## src/rtl/cos_port_pkg.sv

```systemverilog
package cos_port_pkg;
  localparam logic ADDR_CTRL = 1'b0;
  localparam logic ADDR_STAT = 1'b1;
endpackage

```

## src/rtl/cos_sync.sv

```systemverilog
module cos_sync #(
  parameter int W      = 4,
  parameter int STAGES = 2
) (
  input  logic         clk,
  input  logic         rst,
  input  logic [W-1:0] d,
  output logic [W-1:0] q
);
  logic [W-1:0] chain [STAGES];

  for (genvar s = 0; s < STAGES; s++) begin : g_stage
    if (s == 0) begin : g_first
      always_ff @(posedge clk) begin
        if (rst) chain[s] <= '0;
        else     chain[s] <= d;
      end
    end else begin : g_next
      always_ff @(posedge clk) begin
        if (rst) chain[s] <= '0;
        else     chain[s] <= chain[s-1];
      end
    end
  end

  assign q = chain[STAGES-1];
endmodule

```

## src/rtl/cos_filter.sv

```systemverilog
module cos_filter #(
  parameter int QUAL = 2
) (
  input  logic clk,
  input  logic rst,
  input  logic tick,
  input  logic din,
  output logic level,
  output logic chg
);
  localparam int CW = (QUAL > 1) ? $clog2(QUAL) : 1;
  localparam logic [CW-1:0] LAST = CW'(QUAL - 1);

  logic [CW-1:0] cnt;
  logic          primed;

  always_ff @(posedge clk) begin
    if (rst) begin
      level  <= 1'b0;
      cnt    <= '0;
      primed <= 1'b0;
      chg    <= 1'b0;
    end else begin
      chg <= 1'b0;
      if (tick) begin
        if (!primed) begin
          level  <= din;
          primed <= 1'b1;
          cnt    <= '0;
        end else if (din == level) begin
          cnt <= '0;
        end else if (cnt == LAST) begin
          level <= din;
          cnt   <= '0;
          chg   <= 1'b1;
        end else begin
          cnt <= cnt + 1'b1;
        end
      end
    end
  end

  // a change pulse only follows a sample strobe
  a_r2_chg_after_tick: assert property (@(posedge clk) disable iff (rst)
    chg |-> $past(tick));
  // a change pulse always comes with a new accepted level
  a_r2_chg_new_level: assert property (@(posedge clk) disable iff (rst)
    chg |-> (level != $past(level)));
  // accepted level only moves on a strobe
  a_r2_level_stable: assert property (@(posedge clk) disable iff (rst)
    !$past(tick) |-> $stable(level));
endmodule

```

## src/rtl/cos_flags.sv

```systemverilog
module cos_flags #(
  parameter int N = 4
) (
  input  logic         clk,
  input  logic         rst,
  input  logic [N-1:0] set,
  input  logic [N-1:0] clr,
  input  logic [N-1:0] keep,
  output logic [N-1:0] flags,
  output logic         any
);
  logic [N-1:0] flags_n;

  always_comb flags_n = (flags & ~clr & keep) | (set & keep);

  always_ff @(posedge clk) begin
    if (rst) begin
      flags <= '0;
      any   <= 1'b0;
    end else begin
      flags <= flags_n;
      any   <= |flags;
    end
  end

  // a set request survives a simultaneous clear
  a_r5_set_wins: assert property (@(posedge clk) disable iff (rst)
    (|(set & keep)) |=> ((flags & $past(set & keep)) == $past(set & keep)));
  // summary follows the flags one cycle later
  a_r10_irq_high: assert property (@(posedge clk) disable iff (rst)
    (|flags) |=> any);
  a_r10_irq_low: assert property (@(posedge clk) disable iff (rst)
    !(|flags) |=> !any);
endmodule

```

## src/rtl/cos_port_watch.sv

```systemverilog
module cos_port_watch #(
  parameter int NPINS       = 4,
  parameter int SYNC_STAGES = 2,
  parameter int QUAL_TICKS  = 2
) (
  input  logic                 clk,
  input  logic                 rst,
  input  logic                 sample_tick,
  input  logic [NPINS-1:0]     pin_in,
  output logic [NPINS-1:0]     pin_out,
  output logic [NPINS-1:0]     pin_oe,
  input  logic                 reg_wr,
  input  logic                 reg_rd,
  input  logic                 reg_addr,
  input  logic [3*NPINS-1:0]   reg_wdata,
  output logic [3*NPINS-1:0]   reg_rdata,
  output logic                 cos_irq
);
  import cos_port_pkg::*;

  localparam int RW = 3 * NPINS;

  logic [NPINS-1:0] pin_sync;
  logic [NPINS-1:0] acc_level;
  logic [NPINS-1:0] chg;
  logic [NPINS-1:0] en_q;
  logic [NPINS-1:0] en_eff;
  logic [NPINS-1:0] flags;
  logic [NPINS-1:0] clr_mask;
  logic             stat_rd;
  logic             ctrl_wr;

  cos_sync #(.W(NPINS), .STAGES(SYNC_STAGES)) u_sync (
    .clk (clk),
    .rst (rst),
    .d   (pin_in),
    .q   (pin_sync)
  );

  for (genvar i = 0; i < NPINS; i++) begin : g_pin
    cos_filter #(.QUAL(QUAL_TICKS)) u_filt (
      .clk   (clk),
      .rst   (rst),
      .tick  (sample_tick),
      .din   (pin_sync[i]),
      .level (acc_level[i]),
      .chg   (chg[i])
    );
  end

  assign ctrl_wr  = reg_wr && (reg_addr == ADDR_CTRL);
  assign stat_rd  = reg_rd && (reg_addr == ADDR_STAT);
  assign en_eff   = en_q & ~pin_oe;
  assign clr_mask = stat_rd ? flags : '0;

  always_ff @(posedge clk) begin
    if (rst) begin
      pin_out <= '0;
      pin_oe  <= '0;
      en_q    <= '0;
    end else if (ctrl_wr) begin
      pin_out <= reg_wdata[NPINS-1:0];
      pin_oe  <= reg_wdata[2*NPINS-1:NPINS];
      en_q    <= reg_wdata[3*NPINS-1:2*NPINS];
    end
  end

  cos_flags #(.N(NPINS)) u_flags (
    .clk   (clk),
    .rst   (rst),
    .set   (chg),
    .clr   (clr_mask),
    .keep  (en_eff),
    .flags (flags),
    .any   (cos_irq)
  );

  always_ff @(posedge clk) begin
    if (rst) begin
      reg_rdata <= '0;
    end else if (reg_rd) begin
      if (reg_addr == ADDR_CTRL)
        reg_rdata <= {flags, pin_oe, pin_sync};
      else
        reg_rdata <= {{(RW-2*NPINS){1'b0}}, flags, pin_sync};
    end
  end

  // a driving pin carries no flag one cycle later
  a_r7_output_no_flag: assert property (@(posedge clk) disable iff (rst)
    (|pin_oe) |=> ((flags & $past(pin_oe)) == '0));
  // a disabled detector carries no flag one cycle later
  a_r8_disabled_no_flag: assert property (@(posedge clk) disable iff (rst)
    (|(~en_q)) |=> ((flags & ~$past(en_q)) == '0));
  // a status read with no new change leaves no flag
  a_r4_read_clears: assert property (@(posedge clk) disable iff (rst)
    (stat_rd && !(|chg)) |=> (flags == '0));
  // a control read never drops a flag
  a_r9_ctrl_read_keeps: assert property (@(posedge clk) disable iff (rst)
    (reg_rd && reg_addr == ADDR_CTRL && !ctrl_wr) |=> ((flags & $past(flags)) == $past(flags)));
  // read data only moves after a read
  a_r11_rdata_hold: assert property (@(posedge clk) disable iff (rst)
    !$past(reg_rd) |-> $stable(reg_rdata));
endmodule

```

## config.mk

```make
export PLATFORM = sky130hd
export DESIGN_NAME = cos_port_watch
export DESIGN_NICKNAME = d
export VERILOG_FILES = /design/src/rtl/cos_port_pkg.sv /design/src/rtl/cos_sync.sv /design/src/rtl/cos_filter.sv /design/src/rtl/cos_flags.sv /design/src/rtl/cos_port_watch.sv
export SDC_FILE = /design/constraint.sdc
export NUM_CORES = 1
export LEC_CHECK = 0
export ABC_AREA = 1
export BUFFER_PORTS_ARGS = -buffer_cell sky130_fd_sc_hd__buf_2
export CAP_MARGIN = 20
export CORE_UTILIZATION = 45
export CTS_CLUSTER_SIZE = 12
export DETAILED_ROUTE_END_ITERATION = 10
export PLACE_DENSITY_LB_ADDON = 0.15
export SLEW_MARGIN = 0
export SYNTH_ARGS = -nofsm -noshare
export SYNTH_HDL_FRONTEND = slang
export SYNTH_SLANG_ARGS = --single-unit
```

## constraint.sdc

```tcl
create_clock -name clk -period 2.61 [get_ports clk]
set_input_delay 0.1305 -clock clk [delete_from_list [all_inputs] [get_ports clk]]
set_output_delay 0.1305 -clock clk [all_outputs]
set_load 0.02 [all_outputs]
```

==> results of run 1 <==
## worst max-delay path by stage
stage | to | slack, ps | depth (start not counted)
after floorplan | g_pin[0].u_filt.cnt$_SDFFE_PP0P_ | 1720 | 5
after global placement | g_pin[0].u_filt.cnt$_SDFFE_PP0P_ | 1410 | 4
after detailed placement | g_pin[0].u_filt.cnt$_SDFFE_PP0P_ | 1370 | 4
after CTS | g_pin[0].u_filt.cnt$_SDFFE_PP0P_ | 1480 | 4
after global routing | g_pin[0].u_filt.cnt$_SDFFE_PP0P_ | 1380 | 4
final | g_pin[0].u_filt.cnt$_SDFFE_PP0P_ | 1490 | 4
## routing by layer
metal | GRT usage [%] | vias to the layer above | wire length, um
met2 | 28.9 | 32 | 1560
met5 | 0 | - | 0
met1 | 24.2 | 692 | 1830
met4 | 10.4 | 0 | 66
met3 | 4.28 | 7 | 157
li1 | - | 872 | -
## worst register-to-register path, stage by stage, from the launching register on
cell and delay [ps]:
dfxtp_1 540, nand2_1 120, clkinv_2 90, nand2_2 80, o31ai_2 220
## per-stage QoR
stage | instance area (um^2) | worst slack [ps]
2_1_floorplan | 1900 | 1720
3_3_place_gp | 2120 | 1410
3_5_place_dp | 2120 | 1370
4_1_cts | 2210 | 1480
5_1_grt | 2210 | 1380
6_report | 2210 | 1490
## sequential cells by signal, summed over array words and instances (netlist names), 4 cells and up
signal	flops
g_pin.u_filt.level	4
u_flags.flags	4
g_pin.u_filt.chg	4
en_q	4
g_pin.u_filt.cnt	4
reg_rdata	12
pin_oe	4
pin_out	4
u_sync.chain	8
## cell usage in the layout, fill, tap and decap left out
cell type / n
a41oi_1: 1
o21ai_0: 20
buf_2: 42
inv_1: 39
clkbuf_8: 6
inv_2: 3
o31ai_2: 1
o221ai_1: 3
nand4_1: 4
a21oi_1: 19
nand2_1: 43
nand3_1: 17
dfxtp_1: 50
nand2_2: 3
nor3_1: 1
clkbuf_1: 1
nor2_1: 38
o21ai_1: 1
clkinv_2: 2
## cells in the mapped netlist
library cell  count
nor3_1            1
buf_4             3
o21ai_0          20
nand4_1           4
buf_2             5
o31ai_2           1
o221ai_1          3
nand3_1          17
dfxtp_1          50
nand2_2           3
nor2_1           38
o21ai_1           1
a41oi_1           1
nand2_1          43
inv_2             3
a21oi_1          19
inv_1            39
clkinv_2          1
## cells by family (layout without fill, tap and decap cells)
| group | Yosys count | after routing | share of synthesized area [%] |
|---|---|---|---|
| buffers and inverters | 51 | 93 | 11.1 |
| AOI/OAI and AO/OA | 45 | 45 | 13.1 |
| DFF | 50 | 50 | 52.8 |
| and+or+nand+nor | 106 | 106 | 23.1 |
## where the power goes
group	total (mW)	switching [mW]	internal (mW)
logic	0.153	0.0991	0.0540
registers	0.810	0.0166	0.794
clock network	0.456	0.242	0.214
## final cells by class
class,count,area [um^2],share of cell area (%)
well taps,50,62.6,2.83
multi-input cells,151,686,31.0
clock inverters,1,5.00,0.226
inverters,43,163,7.35
flip-flops and latches,50,1000,45.2
repair buffers,42,210,9.50
clock buffers,7,86.3,3.90
==> flow_metrics.env, run 1 <==
export IMPL_status="finished, final reports clean"
export IMPL_final_core_util_pct=54.9
export IMPL_num_io_pins=43
export IMPL_clk_pin_slew_ps=80
export IMPL_synth_top_area_share_pct=52.8
export IMPL_ctsResizeCount=0
export IMPL_min_from="pin_in[3]"
export IMPL_fp_dieW_um=66.9
export IMPL_antenna_found_initial=0
export IMPL_max_stage_delay_ps=540
export IMPL_cp_cell_sequence="nand2_1, clkinv_2, nand2_2, o31ai_2"
export IMPL_core_um2=4030
export IMPL_fill_cells=406
export IMPL_tritoncts="done"
export IMPL_setup_violations=0
export IMPL_grt_pass1_wl_um=6130
export IMPL_fin_cells=344
export IMPL_drc=0
export IMPL_synth_top_area_cell="dfxtp_1"
export IMPL_vias=1603
export IMPL_crit_fanout=10
export IMPL_syn_inst=252
export IMPL_grtUsageTotal_pct=18.8
export IMPL_clock_sink_count=50
export IMPL_clock_latency_ps=300
export IMPL_dieArea_um2=4480
export IMPL_worst_clock_skew_ps=2.25
export IMPL_r2r_cells=4
export IMPL_grt_pass1_vias=1431
export IMPL_antenna_left=0
export IMPL_die_h_um=66.9
export IMPL_fin_tns_setup_ps=0
export IMPL_drt_first_pass_iters=4
export IMPL_cp_slowest_cell="dfxtp_1"
export IMPL_critPathKind="reg -> reg"
export IMPL_hold_violations=0
export IMPL_area_delta_synth_final_pct=16.7
export IMPL_min_path_cells=3
export IMPL_netlist_cell_type_count=18
export IMPL_postCtsHoldBufs=0
export IMPL_crit_path_start="g_pin[0].u_filt.primed$_SDFFE_PP0P_"
export IMPL_total_power_mw=1.42
export IMPL_port_buffers=42
export IMPL_crit_arrival_ps=1350
export IMPL_yosysWarnings=0
export IMPL_max_clock_freq_mhz=889
export IMPL_path_buf_inv=1
export IMPL_grt_overflow=0
export IMPL_cp_end_kind="flip-flop"
export IMPL_dp_hpwl_um=2520
export IMPL_yosysSeqAreaShare_pct=52.8
export IMPL_rsz0062_at_grt="false"
export IMPL_min_to="u_sync.chain[0][3]$_SDFF_PP0_"
export IMPL_via_per_inst=4.66
export IMPL_ys_top_cells_by_area="dfxtp_1 (53%), nand2_1 (8.5%), inv_1 (7.7%), nor2_1 (7.5%), o21ai_0 (5.3%)"
export IMPL_syn_cell_area_um2=1900
export IMPL_r2r_end="g_pin[0].u_filt.cnt$_SDFFE_PP0P_"
export IMPL_period_needed_ps=1120
export IMPL_required_ps=2830
export IMPL_cap_viol_max_count=0
export IMPL_hold_path_class="in -> reg"
export IMPL_htree_levels=2
export IMPL_first_iter_violations=117
export IMPL_cts_root_buffer="clkbuf_8"
export IMPL_fin_hold_ws_ps=23.5
export IMPL_start_kind="flip-flop"
export IMPL_slew_violations=0
export IMPL_power_density_nw_per_um2=641
export IMPL_path_delay_family="flip-flops"
export IMPL_cts_setup_buffers=0
export IMPL_synth_net_count=274
export IMPL_ys_seq_elements=50
export IMPL_relSlewSlack_pct=66.7
export IMPL_routed_wl_um=3610
export IMPL_power_leakage_nw=1.04
export IMPL_finalNetCount=315
export IMPL_dp_cells=336
export IMPL_clockBufferDepth=2
export IMPL_r2r_slack_ps=1490
export IMPL_r2r_start="g_pin[0].u_filt.primed$_SDFFE_PP0P_"
export IMPL_worst_ir_drop_vdd_uv=410
export IMPL_grt_max_degree=34
export IMPL_worst_pin_slew_ps=499
export IMPL_gp_congestion=0.770
export IMPL_diodes=0
export IMPL_wire_per_inst_um=10.5
export IMPL_avgSynthCellArea_um2=7.53
export IMPL_timing_final_crit_share_pct=43.1
export IMPL_drive_gt1_share_pct=19.4
export IMPL_start_util_pct=47.1
export IMPL_rows=23
export IMPL_numCtsBuffers=5
No activity file was read; power rests on OpenSTA's default activity.
==> inputs of run 2 (changes only) <==
--- a/config.mk
+++ b/config.mk
@@ -5,7 +5,7 @@
 export SDC_FILE = /design/constraint.sdc
 export NUM_CORES = 1
 export LEC_CHECK = 0
-export ABC_AREA = 1
+export ABC_AREA = 0
 export BUFFER_PORTS_ARGS = -buffer_cell sky130_fd_sc_hd__buf_2
 export CAP_MARGIN = 20
 export CORE_UTILIZATION = 45
==> constraint.sdc (replaced) <==
create_clock -name clk -period 1 [get_ports clk]
set_input_delay 0.05 -clock clk [delete_from_list [all_inputs] [get_ports clk]]
set_output_delay 0.05 -clock clk [all_outputs]
set_load 0.02 [all_outputs]
==> run 2 against run 1 <==
Compared with the run above: sequential cell count unchanged; worst hold slack improved by 71 ps; sequential power increased to 2.6 times the previous value; non-clock buffer count is 22 higher; utilization is 7.7 points higher; clock power rose to 2.9 times the previous value; die area down 2.1%.
==> flow_metrics.env, run 2 <==
export IMPL_port_buffers=42
export IMPL_hold_path_class="in -> reg"
export IMPL_finalNetCount=274
export IMPL_path_delay_family="flip-flops"
export IMPL_use_met1_pct=21.9
export IMPL_cap_viol_max_count=0
export IMPL_routed_wl_um=3650
export IMPL_power_leakage_nw=1.05
export IMPL_top_register="reg_rdata"
export IMPL_setup_violations=0
export IMPL_worst_clock_skew_ps=6.71
export IMPL_yosysWarnings=0
export IMPL_via_per_inst=4.76
export IMPL_worst_ir_drop_vdd_uv=1100
export IMPL_htree_levels=2
export IMPL_avgSynthCellArea_um2=9.62
export IMPL_fin_hold_ws_ps=94.2
export IMPL_drc=0
export IMPL_cts_root_buffer="clkbuf_8"
export IMPL_numCtsBuffers=5
export IMPL_synth_top_area_cell="dfxtp_1"
export IMPL_start_kind="flip-flop"
export IMPL_hold_violations=0
export IMPL_grt_max_degree=22
export IMPL_crit_fanout=4
export IMPL_max_clock_freq_mhz=1050
export IMPL_total_power_mw=3.77
export IMPL_clock_sink_count=50
export IMPL_start_util_pct=48.9
export IMPL_synth_ff_type="dfxtp_1"
export IMPL_ys_seq_elements=50
export IMPL_fp_dieW_um=66.2
export IMPL_fill_cells=350
export IMPL_grtUsageMet3_pct=6.21
export IMPL_gp_congestion=0.747
export IMPL_seqPwrFrac_pct=55.3
export IMPL_dp_cells=277
export IMPL_synth_async_reset_ratio_pct=0
export IMPL_status="finished, final reports clean"
export IMPL_synth_xor_area_share_pct=1.89
export IMPL_crit_arrival_ps=900
export IMPL_grt_overflow=0
export IMPL_power_density_nw_per_um2=1590
export IMPL_die_h_um=66.2
export IMPL_dp_hpwl_um=2400
export IMPL_dieArea_um2=4390
export IMPL_relSlewSlack_pct=74.0
export IMPL_p_comb_share_pct=9.6
export IMPL_top_usage_layer="met2"
export IMPL_tritoncts="done"
export IMPL_timing_final_crit_share_pct=95.1
export IMPL_path_buf_inv=1
export IMPL_dp_slack_ps=25.5
export IMPL_fin_cells=301
export IMPL_yosysSeqAreaShare_pct=53.9
export IMPL_first_iter_violations=74
export IMPL_max_stage_delay_ps=410
export IMPL_period_needed_ps=951
export IMPL_ys_top_cells_by_area="dfxtp_1 (54%), a21oi_1 (6.7%), nand2_1 (5.3%), mux2i_1 (4.9%), nor2b_1 (4.0%)"
export IMPL_grt_pass1_wl_um=6000
export IMPL_p_sw_share_pct=22.5
export IMPL_fin_tns_setup_ps=0
export IMPL_cp_end_kind="output port"
export IMPL_syn_cell_area_um2=1860
export IMPL_largest_reg_flops=12
export IMPL_globalRouteMet2Util_pct=31.8
export IMPL_synth_top_family_by_area="simple AND/OR/NAND/NOR gates"
export IMPL_reg_top3="reg_rdata (12), u_sync.chain (8)"
export IMPL_synthAdderAreaFrac_pct=0
export IMPL_antenna_found_initial=0
export IMPL_power_switching_mw=0.850
export IMPL_netlist_cell_type_count=28
export IMPL_rsz0062_at_grt="false"
export IMPL_cp_slowest_cell="dfxtp_1"
export IMPL_clock_latency_ps=300
export IMPL_yosys_area_share_simple_pct=23.5
export IMPL_muxShareOfSynthArea_pct=4.85
export IMPL_final_area_um2=2380
export IMPL_place_area_um2=2100
export IMPL_syn_inst=193
export IMPL_p_int_mw=2.92
export IMPL_clk_pin_slew_ps=90
export IMPL_synth_most_common_cell="dfxtp_1"
export IMPL_setup_ws_ps=49.5
export IMPL_synth_net_count=215
export IMPL_diodes=0
export IMPL_drive_gt1_share_pct=26.9
export IMPL_drt_first_pass_iters=4
export IMPL_clockBufferDepth=2
export IMPL_synth_top_area_share_pct=53.9
export IMPL_grtUsageTotal_pct=18.6
export IMPL_wire_per_inst_um=12.1
export IMPL_synth_edff_count=0
export IMPL_antenna_left=0
export IMPL_critPathKind="reg -> out"
export IMPL_layout_commonest_cell="dfxtp_1"
export IMPL_final_cell_mix="dfxtp_1 (45), buf_2 (42), nand2_1 (26), a21oi_1 (25), dlygate4sd3_1 (16)"
export IMPL_slew_violations=0
export IMPL_synth_compound_area_share_pct=11.3
export IMPL_core_um2=3800
export IMPL_rows=22
export IMPL_synth_common_cells="dfxtp_1 (50), nand2_1 (26), a21oi_1 (25)"
export IMPL_final_core_util_pct=62.7
export IMPL_area_delta_synth_final_pct=28.2
export IMPL_worst_pin_slew_ps=390
export IMPL_cp_cell_sequence="buf_2"
export IMPL_vias=1434
export IMPL_required_ps=950
export IMPL_grt_pass1_vias=1333
export IMPL_num_io_pins=43
export IMPL_pwr_share_clk_pct=35.1
## run 2: final cells by class
| type | count | area, um^2 | area share [%] |
|---|---|---|---|
| inverter | 1 | 3.75 | 0.158 |
| clock buffer | 8 | 110 | 4.62 |
| timing repair buffer | 64 | 428 | 18.0 |
| tap | 48 | 60.1 | 2.52 |
| multi-input combinational | 130 | 772 | 32.4 |
| sequential | 50 | 1010 | 42.3 |
## run 2: cell families after synthesis
logic type | Yosys count
XOR/XNOR | 4
buffers and inverters | 13
multiplexers | 9
AO/OA/AOI/OAI | 35
AND/OR/NAND/NOR | 82
flip-flops | 50
## run 2: what timing repair did
item,CTS,global route
endpoints found under the hold margin,16,0
gates resized for setup,0,6
setup endpoints to repair,0,12
setup buffers,0,0
hold buffers,16,0
## run 2: power by group through the flow
stage          clock [mW]  sequential (mW)  combinational [mW]
2_1_floorplan           0             2.16               0.184
3_3_place_gp            0             2.13               0.308
3_5_place_dp            0             2.13               0.312
4_1_cts              1.37             2.09               0.360
5_1_grt              1.45             2.10               0.399
6_report             1.32             2.09               0.361
## run 2: path summary, 6_finish.rpt
check,startpoint,endpoint,cells past startpoint,slack (ps)
setup reg to reg,g_pin[0].u_filt.primed$_SDFFE_PP0P_,g_pin[3].u_filt.level$_SDFFE_PP0P_,3,100
hold reg to reg,u_sync.chain[0][3]$_SDFF_PP0_,u_sync.chain[1][3]$_SDFF_PP0_,1,440
hold / removal,reg_rd,reg_rdata[5]$_SDFFE_PP0P_,2,90
setup / recovery,pin_oe[3]$_SDFFE_PP0P_,pin_oe[3],1,50
## run 2: routing by layer
metal  up-vias  wire length, um
met1       645             1680
met3         0              151
li1        758                -
met5         -                0
met4         0                0
met2        31             1820
==> inputs of run 3 (changes only) <==
--- a/config.mk
+++ b/config.mk
@@ -11,7 +11,7 @@
 export CORE_UTILIZATION = 45
 export CTS_CLUSTER_SIZE = 12
 export DETAILED_ROUTE_END_ITERATION = 10
-export PLACE_DENSITY_LB_ADDON = 0.15
+export PLACE_DENSITY = 0.71
 export SLEW_MARGIN = 0
 export SYNTH_ARGS = -nofsm -noshare
 export SYNTH_HDL_FRONTEND = slang
==> run 3 against run 2 <==
Compared with the run above: wire length is 6.7% lower; critical path depth stayed put; first-iteration DRC count is 31% lower; sequential share of layout area is 0.56 points higher; die area stayed put; sequential cell count stayed put; critical endpoint is now pin_oe[2].
==> flow_metrics.env, run 3 (synthesis gave the netlist of run 2 again) <==
export IMPL_use_met1_pct=21.0
export IMPL_max_clock_freq_mhz=1070
export IMPL_core_um2=3800
export IMPL_drt_first_pass_iters=4
export IMPL_dp_hpwl_um=2310
export IMPL_crit_arrival_ps=880
export IMPL_grtUsageMet3_pct=4.14
export IMPL_first_iter_violations=51
export IMPL_hold_violations=0
export IMPL_layout_commonest_cell="dfxtp_1"
export IMPL_cp_end_kind="output port"
export IMPL_dieArea_um2=4390
export IMPL_numCtsBuffers=5
export IMPL_fill_cells=341
export IMPL_via_per_inst=4.79
export IMPL_power_density_nw_per_um2=1510
export IMPL_diodes=0
export IMPL_slew_violations=0
export IMPL_clockBufferDepth=2
export IMPL_dp_slack_ps=-3.45
export IMPL_grt_pass1_vias=1376
export IMPL_num_io_pins=43
export IMPL_top_register="reg_rdata"
export IMPL_cap_viol_max_count=0
export IMPL_vias=1426
export IMPL_antenna_left=0
export IMPL_dp_cells=276
export IMPL_gp_congestion=0.733
export IMPL_port_buffers=42
export IMPL_die_h_um=66.2
export IMPL_worst_pin_slew_ps=304
export IMPL_clk_pin_slew_ps=90
export IMPL_largest_reg_flops=12
export IMPL_worst_ir_drop_vdd_uv=907
export IMPL_power_leakage_nw=1.03
export IMPL_multi_input_area_um2=772
export IMPL_final_core_util_pct=61.6
export IMPL_tritoncts="done"
export IMPL_grt_overflow=0
export IMPL_fin_cells=298
export IMPL_antenna_found_initial=0
export IMPL_final_cell_mix="dfxtp_1 (48), buf_2 (42), nand2_1 (26), a21oi_1 (25)"
export IMPL_grt_max_degree=25
export IMPL_path_delay_family="flip-flops"
export IMPL_rows=22
export IMPL_timing_final_crit_share_pct=93.2
export IMPL_finalNetCount=272
export IMPL_status="finished, final reports clean"
export IMPL_setup_ws_ps=67.7
export IMPL_start_kind="flip-flop"
export IMPL_critPathKind="reg -> out"
export IMPL_fp_dieW_um=66.2
export IMPL_clock_sink_count=50
export IMPL_top_usage_layer="met2"
export IMPL_area_delta_synth_final_pct=26.1
export IMPL_relSlewSlack_pct=79.7
export IMPL_max_stage_delay_ps=390
export IMPL_required_ps=950
export IMPL_htree_levels=2
export IMPL_cp_slowest_cell="dfxtp_1"
export IMPL_crit_fanout=4
export IMPL_setup_violations=0
export IMPL_reg_top3="reg_rdata (12), u_sync.chain (8)"
export IMPL_globalRouteMet2Util_pct=29.0
export IMPL_clock_latency_ps=300
export IMPL_drc=0
export IMPL_cts_root_buffer="clkbuf_8"
export IMPL_regArea_um2=1000
export IMPL_hold_path_class="in -> reg"
export IMPL_rsz0062_at_grt="false"
export IMPL_period_needed_ps=932
export IMPL_path_buf_inv=1
export IMPL_start_util_pct=48.9
export IMPL_cp_cell_sequence="buf_2"
export IMPL_grt_pass1_wl_um=5820
export IMPL_drive_gt1_share_pct=25.2
export IMPL_routed_wl_um=3410
export IMPL_grtUsageTotal_pct=17.4
export IMPL_wire_per_inst_um=11.4
export IMPL_worst_clock_skew_ps=7.82
[run 3: final timing paths]
kind	cells after the start	to	start	slack, ps
setup reg to reg	3	g_pin[0].u_filt.level$_SDFFE_PP0P_	g_pin[0].u_filt.primed$_SDFFE_PP0P_	70
hold / removal	3	en_q[3]$_SDFFE_PP0P_	reg_wdata[11]	9
hold reg to reg	1	u_sync.chain[1][0]$_SDFF_PP0_	u_sync.chain[0][0]$_SDFF_PP0_	440
setup / recovery	1	pin_oe[2]	pin_oe[2]$_SDFFE_PP0P_	70
[run 3: layout make-up]
cell class              instances  area share, %
clock buffers                   5           2.94
well taps                      48           2.57
clock inverters                 2          0.428
repair buffers                 62           18.1
multi-input cells             130           33.0
inverters                       1          0.160
flip-flops and latches         50           42.9
[run 3: per-layer routing]
metal | vias to the layer above | part of all wire, % | routed length (um)
met5 | - | 0 | 0
li1 | 760 | - | -
met1 | 633 | 48 | 1650
met4 | 0 | 1.5 | 51
met3 | 5 | 3.6 | 123
met2 | 28 | 47 | 1590
[run 3: per-stage QoR]
stage	area (um^2)	hold slack (ps)	TNS (ps)	total power [mW]
CTS	2340	4.51	0	3.56
global placement	2110	257	0	2.44
detailed placement	2110	264	-3.45	2.45
finish	2340	9.20	0	3.54
global route	2340	4.81	0	3.70
floorplan	1860	178	0	2.34
[run 3: timing repair]
action	in CTS	in global routing
setup endpoints to repair	3	2
setup buffers	0	0
hold buffers	15	0
endpoints found under the hold margin	15	0
resized for setup	1	2
[run 3: report_power, final]
group | internal, mW | leakage [nW] | switching, mW
registers | 2.05 | 0.408 | 0.0362
clock network | 0.470 | 0.0438 | 0.619
logic | 0.176 | 0.582 | 0.184
total | 2.70 | 1.03 | 0.840
